--- src/rtl/flash_prog_engine.sv ---
module flash_prog_engine #(
  parameter int ADDR_W = 32,
  parameter int LEN_W = 16,
  parameter longint unsigned DEV_BYTES = 64'h0200_0000,
  parameter longint unsigned WINDOW_BYTES = 64'h0100_0000,
  parameter int PAGE_BYTES = 256,
  parameter int POLL_LIMIT = 4096
) (
  input  logic              clk,
  input  logic              rst_n,
  input  logic              req_valid,
  output logic              req_ready,
  input  logic [ADDR_W-1:0] req_addr,
  input  logic [LEN_W-1:0]  req_len,
  input  logic              din_valid,
  output logic              din_ready,
  input  logic [7:0]        din_data,
  output logic              cmd_valid,
  output logic [2:0]        cmd_kind,
  output logic [7:0]        cmd_op,
  output logic [ADDR_W-1:0] cmd_addr,
  output logic              cmd_wide,
  output logic [7:0]        cmd_data,
  input  logic              cmd_done,
  input  logic [7:0]        cmd_rdata,
  output logic              done,
  output logic [LEN_W-1:0]  done_count,
  output logic              err_range,
  output logic              err_timeout
);

  localparam int EXT_W  = ADDR_W + 1;
  localparam int PAGE_W = $clog2(PAGE_BYTES);
  localparam int CNT_W  = $clog2(POLL_LIMIT + 1);
  localparam logic [EXT_W-1:0] DEV_LIM = EXT_W'(DEV_BYTES);
  localparam logic [EXT_W-1:0] WIN_LIM = EXT_W'(WINDOW_BYTES);

  localparam logic [2:0] K_OP = 3'd0, K_RDSR = 3'd1, K_PROG = 3'd2, K_DATA = 3'd3, K_REL = 3'd4;

  typedef enum logic [2:0] {S_IDLE, S_WREN, S_GETB, S_SEND, S_REL, S_POLL, S_DONE} st_t;

  st_t               st;
  logic [ADDR_W-1:0] cur;
  logic [LEN_W-1:0]  left, sent;
  logic              wide, first;
  logic [7:0]        byte_q;
  logic [CNT_W-1:0]  poll_cnt;

  logic [EXT_W-1:0]  req_end;
  logic [ADDR_W-1:0] cur_nxt;
  logic              wip, unused_status;

  assign req_end       = {1'b0, req_addr} + EXT_W'(req_len);
  assign cur_nxt       = cur + 1'b1;
  assign wip           = cmd_rdata[0];
  assign unused_status = ^cmd_rdata[7:1];

  always_ff @(posedge clk or negedge rst_n) begin
    if (!rst_n) begin
      st <= S_IDLE;
      cur <= '0;
      left <= '0;
      sent <= '0;
      wide <= 1'b0;
      first <= 1'b0;
      byte_q <= '0;
      poll_cnt <= '0;
      err_range <= 1'b0;
      err_timeout <= 1'b0;
    end else begin
      case (st)
        S_IDLE: if (req_valid) begin
          cur <= req_addr;
          left <= req_len;
          sent <= '0;
          err_range <= 1'b0;
          err_timeout <= 1'b0;
          wide <= req_end > WIN_LIM;
          first <= 1'b1;
          if (req_len == '0) st <= S_DONE;
          else if (req_end > DEV_LIM) begin
            err_range <= 1'b1;
            st <= S_DONE;
          end else st <= S_WREN;
        end
        S_WREN: if (cmd_done) st <= S_GETB;
        S_GETB: if (din_valid) begin
          byte_q <= din_data;
          st <= S_SEND;
        end
        S_SEND: if (cmd_done) begin
          cur <= cur_nxt;
          left <= left - 1'b1;
          sent <= sent + 1'b1;
          first <= 1'b0;
          if (left == LEN_W'(1) || cur_nxt[PAGE_W-1:0] == '0) st <= S_REL;
          else st <= S_GETB;
        end
        S_REL: if (cmd_done) begin
          poll_cnt <= '0;
          st <= S_POLL;
        end
        S_POLL: begin
          poll_cnt <= poll_cnt + 1'b1;
          if (cmd_done && !wip) begin
            first <= 1'b1;
            st <= (left == '0) ? S_DONE : S_WREN;
          end else if (poll_cnt == CNT_W'(POLL_LIMIT - 1)) begin
            err_timeout <= 1'b1;
            st <= S_DONE;
          end
        end
        default: st <= S_IDLE;
      endcase
    end
  end

  assign req_ready  = st == S_IDLE;
  assign din_ready  = st == S_GETB;
  assign done       = st == S_DONE;
  assign done_count = sent;
  assign cmd_valid  = st inside {S_WREN, S_SEND, S_REL, S_POLL};
  assign cmd_addr   = cur;
  assign cmd_wide   = wide;
  assign cmd_data   = byte_q;

  always_comb begin
    cmd_kind = K_OP;
    cmd_op   = 8'h00;
    case (st)
      S_WREN: cmd_op = 8'h06;
      S_POLL: begin cmd_kind = K_RDSR; cmd_op = 8'h05; end
      S_SEND: begin
        cmd_kind = first ? K_PROG : K_DATA;
        if (first) cmd_op = wide ? 8'h12 : 8'h02;
      end
      S_REL:  cmd_kind = K_REL;
      default: ;
    endcase
  end

endmodule

--- config.mk ---
export PLATFORM = sky130hd
export DESIGN_NAME = flash_prog_engine
export DESIGN_NICKNAME = d
export VERILOG_FILES = /design/src/rtl/flash_prog_engine.sv
export SDC_FILE = /design/constraint.sdc
export NUM_CORES = 1
export LEC_CHECK = 0
export BUFFER_PORTS_ARGS = -buffer_cell sky130_fd_sc_hd__buf_4
export CORE_ASPECT_RATIO = 0.6
export CORE_UTILIZATION = 60
export DETAILED_ROUTE_END_ITERATION = 10
export PLACE_DENSITY = 0.9
export REMOVE_ABC_BUFFERS = 1
export SETUP_SLACK_MARGIN = 0.15
export SLEW_MARGIN = 5
export SYNTH_ARGS = -nofsm -noshare
export SYNTH_HDL_FRONTEND = slang
export SYNTH_SLANG_ARGS = --single-unit
--- constraint.sdc ---
create_clock -name clk -period 4.3 [get_ports clk]
set_input_delay 0 -clock clk [delete_from_list [all_inputs] [get_ports clk]]
set_output_delay 0 -clock clk [all_outputs]
set_load 0.01 [all_outputs]
==> flow_metrics.tcl <==
set metrics [dict create \
    gr-usage-met1_pct 58.2 \
    maxSlewViolCount 0 \
    routed_via_density 6.59 \
    dr.first_iter.drc_count 871 \
    dr.pass1.iters 8 \
    gp_congestion 1.01 \
    cap_violations 0 \
    synth.area.top_cells "dfrtp_1, a21oi_1, nand2_1" \
    finalHoldViolations 0 \
    leakage_nw 3.56 \
    ant_nets 0 \
    rows 29 \
    total_power_mw 4.34 \
    irDropWorstVdd_mv 0.355 \
    setup_viol 0 \
    cts_root_buf "clkbuf_16" \
    die_area_um2 11800 \
    r2r_slack_ps 1180 \
    core_um2 10800 \
    io_buffers 131 \
    drt_wl_total_um 22300 \
    synth_edf_count 0 \
    final_cell_mix "buf_4, a21oi_1, nand2_1, nor2_1, dfrtp_1" \
    multi_input_area_um2 4220 \
    clk_latency_ps 350 \
    dr_total_vias 7560 \
    grt_pass1_vias 6706 \
    critPathRequiredTime_ps 4540 \
    gr-total-overflow 0 \
    setup_tns_ps 0 \
    slowest_stage "dlygate4sd3_1" \
    path_clk_slew_ps 70 \
    rsz0062_at_grt "false" \
    wl_per_cell_um 19.4 \
    num-fill-cells 766 \
    regArea_um2 2300 \
    rr_worst_depth 9 \
    hold_end "left[15]" \
    synthArstFlopShare_pct 100 \
    slowest_delay_ps 550 \
    hold_path.class "in2reg" \
    timing.final.crit_share_pct 85.9 \
    syn-cell-area_um2 6810 \
    drive_above_1_share_pct 17.6 \
    seq_area_frac_synth_pct 33.8 \
    grt_use_total_pct 38.7 \
    worst_slew_pin_slew_ps 832 \
    finalNetCount 1095 \
    r2r-end "done_count[15]" \
    synth_warnings 0 \
    mostFrequentLayoutCell "buf_4" \
    yosysTopAreaCell "dfrtp_1" \
    cpMostUsedCell "o21ai_2" \
    clock_sinks 92 \
    grt_start_max_net_pins 85 \
    fmax_mhz 271 \
    timing.critical_path.from_type "input pin" \
    grt_use_met3_pct 11.5 \
    crit_fanout 4 \
    status "finished clean" \
    die_x_um 140 \
    cp_data_arrival_time_ps 3930 \
    ctsHtreeMaxLevel 3 \
    worst-path-buf-inv 2 \
    antenna_found_initial 0 \
    endpoint_kind "register" \
    initial_core_util_pct 63.0 \
    antenna_cells 0 \
    ys.flop_type "dfrtp_1" \
    yosys.area.top_type_share_pct 33.8 \
    use_met2_pct 54.0 \
    min_period_ps 3700 \
    drcViolationCount 0 \
    critPathKind "in2reg" \
    slew_headroom_pct 44.5 \
    cts_tree "built" \
    finalClockSkew_ps 9.03 \
    avgSynthCellArea_um2 7.68 \
    dp_hpwl_um 15900 \
    ios 143 \
    synth_cell_types 69 \
    ys_seq_elements 92 \
    cts_buffers 9 \
    area_growth_pct 22.2 \
    hp-start "req_len[15]" \
    hold_depth 3 \
    r2r-start "st[0]" \
    die_h_um 84.5 \
    grt_pass1_wl_um 35700 \
    pwr_density_cell_nw_per_um2 522 \
    cts_buffer_depth 2 \
    hold_ws_ps 5.74 \
    grt-busiest-layer "met1" \
    critPathTopFamily "compound AO/OA/AOI/OAI gates" \
    syn_inst 887 \
    crit_chain "dlygate4sd3_1, buf_4, ha_1, fa_1, a211oi_2, o21ai_2, a21oi_2, o21ai_2, and3_4, or3_1, mux2_4, nor4_4, a31oi_1, o311a_1" \
]
==> stage by stage <==
stage / instance area (um2) / utilization (%) / instances / setup slack [ps]
floorplan: 6580 / - / 833 / -441
global placement: 7790 / 72.0 / 1108 / 933
detailed placement: 7790 / 72.0 / 1108 / 913
CTS: 8320 / 76.9 / 1148 / 656
global route: 8320 / 76.9 / 1148 / 429
finish: 8320 / 76.9 / 1148 / 604
==> area by class of cell <==
type | count | share of cell area [%]
clock buffers | 9 | 2.71
clock inverters | 7 | 0.812
inverters | 19 | 0.857
multi-input cells | 722 | 50.7
flip-flops and latches | 92 | 27.7
well taps | 139 | 2.09
repair buffers | 160 | 15.2
==> cells in the mapped netlist (all sizes together), types with 4 or more instances <==
master,n
a21oi,117
nand2,101
dfrtp,92
nor2,92
o21ai,81
nand3,51
clkbuf,44
nand4,26
o22ai,23
ha,21
inv,19
nor3,19
xor2,18
and3,16
buf,13
mux2,13
and2,9
nor4,9
or3,8
a211oi,7
a21o,7
nor2b,7
nand2b,6
o31ai,6
mux2i,5
nor3b,5
o21bai,5
o32ai,5
a211o,4
a31oi,4
nand4b,4
or2,4
==> worst register-to-register path, stage by stage, from the launching register on <==
cell	delay, ps
dfrtp_1	710
nand2_1	100
or2_2	320
inv_2	70
buf_4	630
a21oi_4	120
nor2_1	520
nand3_1	230
xor2_1	200
nor2_1	70
==> repair_timing <==
item                      CTS  global route
hold endpoints to repair   62             0
resized for setup           0             0
setup buffers               0             0
hold buffers               24             0
==> routing by layer <==
metal | vias up | wire, um
li1 | 3496 | -
met1 | 3538 | 10000
met2 | 491 | 9090
met3 | 35 | 2870
met4 | 0 | 345
met5 | - | 0
==> sequential cells by signal, indices dropped and copies added, names as in the netlist <==
| name | cells |
|---|---|
| cmd_addr | 32 |
| cmd_data | 8 |
| cmd_wide | 1 |
| done_count | 16 |
| err_range | 1 |
| err_timeout | 1 |
| first | 1 |
| left | 16 |
| poll_cnt | 13 |
| st | 3 |
==> where the power goes <==
group          internal [mW]  leakage [nW]  switching [mW]
registers               1.17          1.13           0.386
logic                  0.839          2.29            1.16
clock network          0.407         0.145           0.382
total                   2.42          3.56            1.92
==> how the worst max path moves through the flow <==
| stage | from | slack [ps] | depth (start not counted) | end |
|---|---|---|---|---|
| floorplan | st[0] | -440 | 8 | done_count[11] |
| global placement | req_len[0] | 930 | 13 | st[1] |
| detailed placement | req_addr[0] | 910 | 13 | st[1] |
| CTS | req_addr[0] | 660 | 14 | st[1] |
| global route | req_addr[0] | 430 | 13 | st[1] |
| finish | req_addr[0] | 600 | 14 | st[1] |
==> cell families (layout without fill, tap and decap cells) <==
family / Yosys count / after routing / synth area share (%)
AND/OR/NAND/NOR: 366 / 366 / 26.0
flip-flops: 92 / 92 / 33.8
other: 1 / 4 / 0.0551
multiplexers: 18 / 18 / 2.94
AO/OA/AOI/OAI: 291 / 291 / 25.7
adder cells (fa/ha/maj): 22 / 22 / 4.15
buffers and inverters: 76 / 195 / 4.63
XOR/XNOR: 21 / 21 / 2.70
Note: power is estimated with default switching activity, not from simulation.
